<file path="src/rtl/mlcd_pkg.sv">
package mlcd_pkg;

    localparam int HDR_BITS  = 8;
    localparam int ADDR_BITS = 8;
    localparam int SEP_BITS  = 8;
    localparam int TAIL_BITS = 16;

    typedef enum logic [2:0] {
        ST_IDLE,
        ST_LEAD,
        ST_SHIFT,
        ST_LAG,
        ST_GAP
    } mlcd_state_e;

    typedef enum logic [2:0] {
        SEG_HDR,
        SEG_ADDR,
        SEG_DATA,
        SEG_SEP,
        SEG_TAIL,
        SEG_END
    } mlcd_seg_e;

endpackage

</file>
<file path="src/rtl/mlcd_half_tick.sv">
module mlcd_half_tick #(
    parameter int DIV_W = 8
) (
    input  logic             clk,
    input  logic             rst_n,
    input  logic             en,
    input  logic [DIV_W-1:0] div,
    output logic             tick
);

    logic [DIV_W-1:0] cnt_q;

    assign tick = en && (cnt_q == div - DIV_W'(1));

    always_ff @(posedge clk or negedge rst_n) begin
        if (!rst_n) begin
            cnt_q <= '0;
        end else if (!en || tick) begin
            cnt_q <= '0;
        end else begin
            cnt_q <= cnt_q + DIV_W'(1);
        end
    end

endmodule

</file>
<file path="src/rtl/mlcd_cursor.sv">
module mlcd_cursor
    import mlcd_pkg::*;
#(
    parameter int LINE_PIXELS = 400,
    parameter int LINE_W      = 8,
    parameter int IDX_W       = 9
) (
    input  mlcd_seg_e         seg,
    input  logic [IDX_W-1:0]  idx,
    input  logic [LINE_W-1:0] line,
    input  logic              last_line,
    output mlcd_seg_e         nseg,
    output logic [IDX_W-1:0]  nidx,
    output logic [LINE_W-1:0] nline
);

    localparam logic [IDX_W-1:0] HDR_END  = IDX_W'(HDR_BITS - 1);
    localparam logic [IDX_W-1:0] ADDR_END = IDX_W'(ADDR_BITS - 1);
    localparam logic [IDX_W-1:0] DATA_END = IDX_W'(LINE_PIXELS - 1);
    localparam logic [IDX_W-1:0] SEP_END  = IDX_W'(SEP_BITS - 1);
    localparam logic [IDX_W-1:0] TAIL_END = IDX_W'(TAIL_BITS - 1);

    always_comb begin
        nseg  = seg;
        nidx  = idx + IDX_W'(1);
        nline = line;
        unique case (seg)
            SEG_HDR:  if (idx == HDR_END)  begin nseg = SEG_ADDR; nidx = '0; end
            SEG_ADDR: if (idx == ADDR_END) begin nseg = SEG_DATA; nidx = '0; end
            SEG_DATA: if (idx == DATA_END) begin
                          nseg = last_line ? SEG_TAIL : SEG_SEP;
                          nidx = '0;
                      end
            SEG_SEP:  if (idx == SEP_END) begin
                          nseg  = SEG_ADDR;
                          nidx  = '0;
                          nline = line + LINE_W'(1);
                      end
            SEG_TAIL: if (idx == TAIL_END) begin nseg = SEG_END; nidx = '0; end
            default:  begin nseg = SEG_END; nidx = '0; end
        endcase
    end

endmodule

</file>
<file path="src/rtl/mlcd_bit_src.sv">
module mlcd_bit_src
    import mlcd_pkg::*;
#(
    parameter int LINE_W = 8,
    parameter int IDX_W  = 9
) (
    input  mlcd_seg_e         seg,
    input  logic [IDX_W-1:0]  idx,
    input  logic [LINE_W-1:0] line,
    input  logic              vcom,
    input  logic              pix,
    output logic              bit_o
);

    always_comb begin
        unique case (seg)
            SEG_HDR:  bit_o = (idx == '0) ? 1'b1 : ((idx == IDX_W'(1)) ? vcom : 1'b0);
            SEG_ADDR: bit_o = line[idx[2:0]];
            SEG_DATA: bit_o = pix;
            default:  bit_o = 1'b0;
        endcase
    end

endmodule

</file>
<file path="src/rtl/mlcd_line_streamer.sv">
module mlcd_line_streamer
    import mlcd_pkg::*;
#(
    parameter  int LINE_PIXELS = 400,
    parameter  int LINE_W      = 8,
    parameter  int DIV_W       = 8,
    parameter  int SPAN_W      = 4,
    localparam int IDX_W       = $clog2(LINE_PIXELS)
) (
    input  logic              clk,
    input  logic              rst_n,
    input  logic              start_i,
    input  logic [LINE_W-1:0] first_line_i,
    input  logic [LINE_W-1:0] line_cnt_i,
    input  logic              vcom_i,
    input  logic [DIV_W-1:0]  half_div_i,
    input  logic [SPAN_W-1:0] lead_i,
    input  logic [SPAN_W-1:0] lag_i,
    input  logic [SPAN_W-1:0] gap_i,
    output logic              rd_en_o,
    output logic [LINE_W-1:0] rd_line_o,
    output logic [IDX_W-1:0]  rd_bit_o,
    input  logic              rd_data_i,
    output logic              scs_o,
    output logic              sclk_o,
    output logic              si_o,
    output logic              busy_o,
    output logic              done_o
);

    mlcd_state_e       state_q, state_d;
    mlcd_seg_e         seg_q, nseg;
    logic [IDX_W-1:0]  idx_q, nidx;
    logic [LINE_W-1:0] line_q, nline, last_line_q;
    logic [DIV_W-1:0]  div_q;
    logic [SPAN_W-1:0] lead_q, lag_q, gap_q, span_q;
    logic              vcom_q, pix_q, rd_pend_q;
    logic              scs_q, sclk_q, si_q, done_q;
    logic              tick, rise, fall, nbit;

    mlcd_half_tick #(.DIV_W(DIV_W)) u_tick (
        .clk   (clk),
        .rst_n (rst_n),
        .en    (state_q != ST_IDLE),
        .div   (div_q),
        .tick  (tick)
    );

    mlcd_cursor #(.LINE_PIXELS(LINE_PIXELS), .LINE_W(LINE_W), .IDX_W(IDX_W)) u_cursor (
        .seg       (seg_q),
        .idx       (idx_q),
        .line      (line_q),
        .last_line (line_q == last_line_q),
        .nseg      (nseg),
        .nidx      (nidx),
        .nline     (nline)
    );

    mlcd_bit_src #(.LINE_W(LINE_W), .IDX_W(IDX_W)) u_bit (
        .seg   (nseg),
        .idx   (nidx),
        .line  (nline),
        .vcom  (vcom_q),
        .pix   (pix_q),
        .bit_o (nbit)
    );

    assign rise = tick && (state_q == ST_SHIFT) && !sclk_q;
    assign fall = tick && (state_q == ST_SHIFT) && sclk_q;

    // next-state logic
    always_comb begin
        state_d = state_q;
        unique case (state_q)
            ST_IDLE:  if (start_i && (line_cnt_i != '0)) state_d = ST_LEAD;
            ST_LEAD:  if (tick && (span_q == lead_q - SPAN_W'(1))) state_d = ST_SHIFT;
            ST_SHIFT: if (fall && (nseg == SEG_END)) state_d = ST_LAG;
            ST_LAG:   if (tick && (span_q == lag_q - SPAN_W'(1))) state_d = ST_GAP;
            ST_GAP:   if (tick && (span_q == gap_q - SPAN_W'(1))) state_d = ST_IDLE;
            default:  state_d = ST_IDLE;
        endcase
    end

    // state register
    always_ff @(posedge clk or negedge rst_n) begin
        if (!rst_n) begin
            state_q <= ST_IDLE;
        end else begin
            state_q <= state_d;
        end
    end

    // datapath and output registers
    always_ff @(posedge clk or negedge rst_n) begin
        if (!rst_n) begin
            seg_q       <= SEG_HDR;
            idx_q       <= '0;
            line_q      <= '0;
            last_line_q <= '0;
            div_q       <= '0;
            lead_q      <= '0;
            lag_q       <= '0;
            gap_q       <= '0;
            span_q      <= '0;
            vcom_q      <= 1'b0;
            pix_q       <= 1'b0;
            rd_pend_q   <= 1'b0;
            scs_q       <= 1'b0;
            sclk_q      <= 1'b0;
            si_q        <= 1'b0;
            done_q      <= 1'b0;
        end else begin
            done_q    <= 1'b0;
            rd_pend_q <= rd_en_o;
            if (rd_pend_q) pix_q <= rd_data_i;
            if (state_d != state_q) begin
                span_q <= '0;
            end else if (tick) begin
                span_q <= span_q + SPAN_W'(1);
            end
            unique case (state_q)
                ST_IDLE: begin
                    if (start_i) begin
                        if (line_cnt_i == '0) begin
                            done_q <= 1'b1;
                        end else begin
                            seg_q       <= SEG_HDR;
                            idx_q       <= '0;
                            line_q      <= first_line_i;
                            last_line_q <= first_line_i + line_cnt_i - LINE_W'(1);
                            div_q       <= half_div_i;
                            lead_q      <= lead_i;
                            lag_q       <= lag_i;
                            gap_q       <= gap_i;
                            vcom_q      <= vcom_i;
                            scs_q       <= 1'b1;
                            si_q        <= 1'b1;
                        end
                    end
                end
                ST_LEAD: begin
                    if (state_d == ST_SHIFT) sclk_q <= 1'b1;
                end
                ST_SHIFT: begin
                    if (rise) begin
                        sclk_q <= 1'b1;
                    end else if (fall) begin
                        sclk_q <= 1'b0;
                        seg_q  <= nseg;
                        idx_q  <= nidx;
                        line_q <= nline;
                        si_q   <= nbit;
                    end
                end
                ST_LAG: begin
                    if (state_d == ST_GAP) scs_q <= 1'b0;
                end
                ST_GAP: begin
                    if (state_d == ST_IDLE) done_q <= 1'b1;
                end
                default: ;
            endcase
        end
    end

    // outputs
    always_comb begin
        rd_en_o   = rise && (nseg == SEG_DATA);
        rd_line_o = nline;
        rd_bit_o  = nidx;
        scs_o     = scs_q;
        sclk_o    = sclk_q;
        si_o      = si_q;
        busy_o    = (state_q != ST_IDLE);
        done_o    = done_q;
    end

endmodule

</file>
<file path="config.mk">
export PLATFORM = sky130hd
export DESIGN_NAME = mlcd_line_streamer
export DESIGN_NICKNAME = d
export VERILOG_FILES = /design/src/rtl/mlcd_pkg.sv /design/src/rtl/mlcd_half_tick.sv /design/src/rtl/mlcd_cursor.sv /design/src/rtl/mlcd_bit_src.sv /design/src/rtl/mlcd_line_streamer.sv
export SDC_FILE = /design/constraint.sdc
export NUM_CORES = 1
export LEC_CHECK = 0
export BUFFER_PORTS_ARGS = -buffer_cell sky130_fd_sc_hd__buf_2
export CORE_ASPECT_RATIO = 0.9
export CORE_MARGIN = 8
export CORE_UTILIZATION = 53
export DETAILED_ROUTE_END_ITERATION = 10
export PLACE_DENSITY = 0.84
export REMOVE_ABC_BUFFERS = 1
export SKIP_CTS_REPAIR_TIMING = 1
export SYNTH_ARGS = -nofsm -noshare
export SYNTH_HDL_FRONTEND = slang
export SYNTH_HIERARCHICAL = 1
export SYNTH_SLANG_ARGS = --single-unit
</file>
<file path="constraint.sdc">
create_clock -name clk -period 2.85 [get_ports clk]
set_input_delay 0 -clock clk [delete_from_list [all_inputs] [get_ports clk]]
set_output_delay 0 -clock clk [all_outputs]
set_load 0.1 [all_outputs]
</file>
Word-level counts from Yosys, hierarchy flattened
Cells that the tools add are included.
{"block": "op_classes", "addsub": 10, "n_lt_le_gt_ge": 1, "eq_ne": 30, "mux": 56, "bitwise_logic": 1, "reduce_logical": 31}
{"cell": "$mux 9", "n": 7}
{"cell": "$mux 8", "n": 7}
{"cell": "$mux 3", "n": 14}
{"cell": "$pmux 9 s3", "n": 1}
{"cell": "$eq 3x2->1 const B", "n": 6}
{"cell": "$pmux 9 s2", "n": 1}
{"cell": "$add 8x1->8 const B", "n": 2}
{"cell": "$eq 8x8->1", "n": 2}
{"cell": "$pmux 8 s2", "n": 1}
{"cell": "$sub 8x1->8 const B", "n": 2}
{"cell": "$pmux 3 s5", "n": 1}
{"cell": "$mux 1", "n": 14}
{"cell": "$eq 3x3->1 const B", "n": 4}
{"cell": "$eq 4x4->1", "n": 3}
{"cell": "$logic_not 3->1", "n": 4}
{"cell": "$ne 2x2->1 const B", "n": 6}
{"cell": "$pmux 3 s4", "n": 1}
{"cell": "$sub 4x1->4 const B", "n": 3}
{"cell": "$logic_and 1x1->1", "n": 10}
{"cell": "$add 9x1->9 const B", "n": 1}
{"cell": "$eq 3x1->1 const B", "n": 3}
{"cell": "$eq 9x1->1 const B", "n": 1}
{"cell": "$eq 9x3->1 const B", "n": 1}
{"cell": "$eq 9x4->1 const B", "n": 1}
{"cell": "24 further kinds", "n": 33}
{"block": "totals", "reg_bits": 70, "word_cells": 147}

Longest topological paths before layout
{"block": "logic_depth", "depth_word": 11, "depth_mapped": 14, "depth_no_buf": 11}

Hierarchy
The synthesis kept the hierarchy.
{"mod": "mlcd_line_streamer", "n_inst": 1, "cells_each": 342, "area_per_inst_um2": 3444.6, "seq_area_each_um2": 1551.5}
{"mod": "mlcd_half_tick", "n_inst": 1, "cells_each": 77, "area_per_inst_um2": 701.9, "seq_area_each_um2": 200.2}
{"mod": "mlcd_cursor", "n_inst": 1, "cells_each": 70, "area_per_inst_um2": 511.7, "seq_area_each_um2": 0.0}
{"mod": "mlcd_bit_src", "n_inst": 1, "cells_each": 16, "area_per_inst_um2": 125.1, "seq_area_each_um2": 0.0}

Worst setup path after synthesis
OpenSTA, ideal clock, no wires.
{"block": "synth_path", "kind": "register -> register", "startpoint": "reg div_q[0]", "endpoint": "reg rd_pend_q", "arrival_time_ns": 4.984, "required_ns": 2.426, "path_slack_ns": -2.558, "path_stages_with_launch": 12, "n_path_buf": 2, "path_cell_list": "dfrtp_1 -> inv_1 -> ha_1 -> clkbuf_2 -> nand2b_1 -> nand3_1 -> o21ai_1 -> a2111oi_4 -> and3_1 -> buf_2 -> nand2_1 -> nor4_1"}
{"block": "synth_via", "elab_chain_len": 6}
{"element": "start, declared", "line_no": "mlcd_line_streamer.sv:35", "source": "logic [DIV_W-1:0] div_q;"}
{"element": "start signal, assigned", "line_no": "mlcd_line_streamer.sv:131", "source": "div_q <= half_div_i;"}
{"element": "$sub 8x1->8", "line_no": "mlcd_half_tick.sv:13", "source": "assign tick = en && (cnt_q == div - DIV_W'(1));"}
{"element": "$eq 8x8->1", "line_no": "mlcd_half_tick.sv:13"}
{"element": "$logic_and 1x1->1", "line_no": "mlcd_half_tick.sv:13"}
{"element": "net tick", "line_no": "mlcd_line_streamer.sv:39", "source": "logic tick, rise, fall, nbit;"}
{"element": "$logic_and 1x1->1 (2 in series)", "line_no": "mlcd_line_streamer.sv:68", "source": "assign rise = tick && (state_q == ST_SHIFT) && !sclk_q;"}
{"element": "$logic_and 1x1->1", "line_no": "mlcd_line_streamer.sv:168", "source": "rd_en_o = rise && (nseg == SEG_DATA);"}
{"element": "net rd_en_o", "line_no": "mlcd_line_streamer.sv:20", "source": "output logic rd_en_o,"}
{"element": "end signal, assigned", "line_no": "mlcd_line_streamer.sv:114", "source": "rd_pend_q <= rd_en_o;"}
{"element": "end, declared", "line_no": "mlcd_line_streamer.sv:37", "source": "logic vcom_q, pix_q, rd_pend_q;"}
The timed path passes the listed nets, and every way through them passes these cells.
A chain may end at the register's enable or synchronous reset.

Final worst setup path
{"block": "layout_path", "startpoint": "reg idx_q[1]", "endpoint": "reg si_q (netlist: si_o)"}
{"block": "layout_via", "elab_chain_len": 10, "word_cells_on_any_way": 28, "classes_between": "1 x add/sub; 6 x eq/ne; 19 x mux; 2 x reduce/logical"}
{"element": "start, declared", "line_no": "mlcd_line_streamer.sv:33", "source": "logic [IDX_W-1:0] idx_q, nidx;"}
{"element": "start signal, assigned", "line_no": "mlcd_line_streamer.sv:150", "source": "idx_q <= nidx;"}
{"element": "$add 9x1->9, or another cell as far along", "line_no": "mlcd_cursor.sv:25", "source": "nidx = idx + IDX_W'(1);"}
{"element": "$mux 9, on equally long branches"}
{"element": "$pmux 9 s3", "line_no": "mlcd_cursor.sv:27", "source": "unique case (seg)"}
{"element": "$eq 9x1->1", "line_no": "mlcd_bit_src.sv:17", "source": "SEG_HDR: bit_o = (idx == '0) ? 1'b1 : ((idx == IDX_W'(1)) ? vcom : 1'b0);"}
{"element": "$mux 1 (2 in series)", "line_no": "mlcd_bit_src.sv:17"}
{"element": "$pmux 1 s3 *", "line_no": "mlcd_bit_src.sv:16", "source": "unique case (seg)"}
{"element": "net nbit", "line_no": "mlcd_line_streamer.sv:39"}
{"element": "$mux 1 *", "line_no": "mlcd_line_streamer.sv:147", "source": "end else if (fall) begin"}
{"element": "$mux 1 *", "line_no": "mlcd_line_streamer.sv:145", "source": "if (rise) begin"}
{"element": "$pmux 1 s2 *", "line_no": "mlcd_line_streamer.sv:121", "source": "unique case (state_q)"}
{"element": "end signal, assigned", "line_no": "mlcd_line_streamer.sv:152", "source": "si_q <= nbit;"}
{"element": "end, declared", "line_no": "mlcd_line_streamer.sv:38", "source": "logic scs_q, sclk_q, si_q, done_q;"}
The timed path passes the listed nets; every way through them passes the cells marked *. The select of a mux whose other input is x is not followed.

==> impl_metrics.tcl <==
set metrics [dict create \
    grt_pass1_wl_um 19590 \
    use_met3 0.03229 \
    netlist_area_um2 4783 \
    die_w_um 116.1 \
    drtIter0Drc 328 \
    numCtsBuffers 9 \
    critPathMaxFanout 5 \
    drive_above_1_share 0.3194 \
    slew_viol_final 0 \
    cts_tree "yes" \
    critPathLaunchType "flip-flop" \
    num_vias 4244 \
    relSlewSlack 0.6058 \
    hold_violations 0 \
    num_rows 33 \
    synth-edff-count 0 \
    violations "negative setup slack" \
    leakagePower_nw 3.029 \
    grt.met2_usage 0.3222 \
    synth-main-ff-cell "dfrtp_1" \
    wl_per_cell_um 16.15 \
    htreeDepth 3 \
    syn_to_final_growth_pct 31.57 \
    ys_ff_latch 70 \
    grt-busiest-layer "met2" \
    cts_root_buffer "clkbuf_8" \
    syn_inst 505 \
    avgViaCountPerCell 5.512 \
    place_inst 718 \
    initial_core_util 0.5339 \
    io_pins 64 \
    synth.cells.most_frequent "dfrtp_1 (70), nand2_1 (57), inv_1 (38)" \
    place_hpwl_um 8782 \
    worst_slack_ns -0.2103 \
    grt_max_degree 49 \
    worstPathRequired_ns 3.13 \
    ys_types 67 \
    die_h_um 106.1 \
    worst_setup_path_end_kind "flip-flop" \
    antenna_found_initial 0 \
    track_usage 0.1969 \
    status "finished with violations" \
    power_switching_w 0.0005146 \
    synth_top_area_share 0.3662 \
    use_met1 0.2476 \
    n_antenna_cell 0 \
    p_int_w 0.001585 \
    core-area_um2 8960 \
    timing.fmax_ghz 0.3268 \
    yosysSeqAreaShare 0.3662 \
    grt_overflow 0 \
    pre_cts_slack_ns -0.1509 \
    async_reset_ff_frac 1.000 \
    grt_pass1_vias 4244 \
    sequentialPowerShare 0.473 \
    rsz0062_at_grt "yes" \
    fin_skew_ns 0.01331 \
    die-area_um2 12330 \
    yosys.area.top_type "dfrtp_1" \
    nets 706 \
    combPwrFrac 0.088 \
    setup_viol 3 \
    worstMarginPinSlew_ns 0.5913 \
    synthTopCellsByArea "dfrtp_1 (37%), xnor2_1 (6.6%), mux2_2 (5.7%), ha_1 (5.5%), xor2_1 (4.9%)" \
    io_buffer_count 63 \
    period_share 1.074 \
    worstPathArrival_ns 3.34 \
    antenna_left 0 \
    firstDrtPassIters 5 \
    yosysMostFrequentCell "dfrtp_1" \
    drc_errors 0 \
    path_class "flip-flop to flip-flop" \
    fin_cells 770 \
    maxCapViolCount 0 \
    gp_congestion 0.8617 \
    clock_path_buffers 2 \
    swShare 0.2451 \
    p_clk_frac 0.440 \
    yosys_warnings 6 \
    avgSynthCellArea_um2 9.472 \
    min_path_type "primary input to flip-flop" \
    clk_pin_slew_worst_paths_ns 0.08 \
    worstSkewPairLatency_ns 0.36 \
    peakVddDrop_mv 0.2121 \
    routed_wl_um 12430 \
    min_period_ns 3.060 \
    p_per_area_nw_per_um2 333.6 \
    cts_sinks 70 \
]
## sequential cells by signal (all words and copies together) (netlist names), 4 cells and up
register	cells
div_q	8
gap_q	4
idx_q	9
lag_q	4
last_line_q	8
lead_q	4
line_q	8
span_q	4
u_tick/cnt_q	8
## layer usage
layer  up-vias  share of wire  wire (µm)
li1       2019              -          -
met1      2078           0.43       5406
met2       121           0.51       6283
met3        26          0.035        437
met4         0          0.025        306
met5         -              0          0
## cell type report
| class | instances | area, µm² |
|---|---|---|
| Clock buffer | 9 | 123.9 |
| Clock inverter | 7 | 103.9 |
| Sequential cell | 70 | 1755 |
| Timing Repair Buffer | 145 | 1146 |
| Tap cell | 122 | 152.6 |
| Inverter | 39 | 146.4 |
| Fill cell | 639 | 2666 |
| Multi-Input combinational cell | 378 | 2865 |
## layout by cell type, fill, tap and decap left out, drive strengths merged, types with 5 or more instances in the layout
master / count
buf: 119
dfrtp: 70
nand2: 57
inv: 40
xnor2: 38
o21ai: 36
nor2: 29
xor2: 27
mux2: 24
dlygate4sd3: 24
ha: 21
nand3: 19
a21oi: 17
nor3: 11
clkbuf: 11
nand4: 9
nand2b: 9
and3: 8
nor4: 8
a211oi: 7
nor2b: 5
## path summary, 6_finish.rpt
kind / depth (start not counted) / end / start / slack (ns)
worst max register to register: 12 / si_o$_DFFE_PN0P_ / idx_q[1]$_DFFE_PN0P_ / -0.21
max in group asynchronous: 3 / last_line_q[2]$_DFFE_PN0P_ / rst_n / 1.68
worst min register to register: 1 / vcom_q$_DFFE_PN0P_ / vcom_q$_DFFE_PN0P_ / 0.51
worst max-delay path: 12 / si_o$_DFFE_PN0P_ / idx_q[1]$_DFFE_PN0P_ / -0.21
min in group asynchronous: 2 / div_q[3]$_DFFE_PN0P_ / rst_n / 0.16
worst min-delay path: 4 / done_o$_DFF_PN0_ / line_cnt_i[6] / 0.005
## kinds of logic after synthesis
family	count (synthesis)	synth area share
buffers and inverters	57	0.05571
flip-flops	70	0.3662
adder cells (fa/ha/maj)	22	0.05912
AND/OR/NAND/NOR	178	0.2022
XOR/XNOR	66	0.1269
multiplexers	29	0.06958
AO/OA/AOI/OAI	83	0.1203
## through the flow
stage | util | total power [W] | hold WS (ns) | area [µm²] | TNS (ns)
after global routing | 0.7024 | 0.002177 | 0.02309 | 6294 | -0.9135
after CTS | 0.6481 | 0.002089 | -0.3687 | 5807 | -1.315
final | 0.7024 | 0.002100 | 0.004642 | 6294 | -0.3672
after global placement | 0.6227 | 0.001160 | 0.02330 | 5579 | -0.04573
after detailed placement | 0.6227 | 0.001172 | 0.02559 | 5579 | -0.3699
after floorplan | - | 0.001097 | -0.2956 | 4663 | -19.02
## critical path, cell delays in order (launching register included)
cell and delay, ns:
dfrtp_1 0.42, ha_4 0.17, or4b_4 0.47, or3_4 0.36, a211oi_4 0.37, buf_4 0.18, nor2_2 0.04, or4_4 0.43
nor4_4 0.13, a31oi_1 0.12, o21ai_1 0.10, nor2b_1 0.06, o21ai_1 0.12
## power by group through the flow
stage          combinational (W)  sequential (W)  clock (W)
6_report                0.000185        0.000992   0.000923
5_1_grt                 0.000209        0.000992   0.000976
4_1_cts                 0.000161        0.000992   0.000936
3_5_place_dp            0.000160         0.00101          0
3_3_place_gp            0.000148         0.00101          0
2_1_floorplan          0.0000852         0.00101          0
Note: power is estimated with default switching activity, not from simulation.
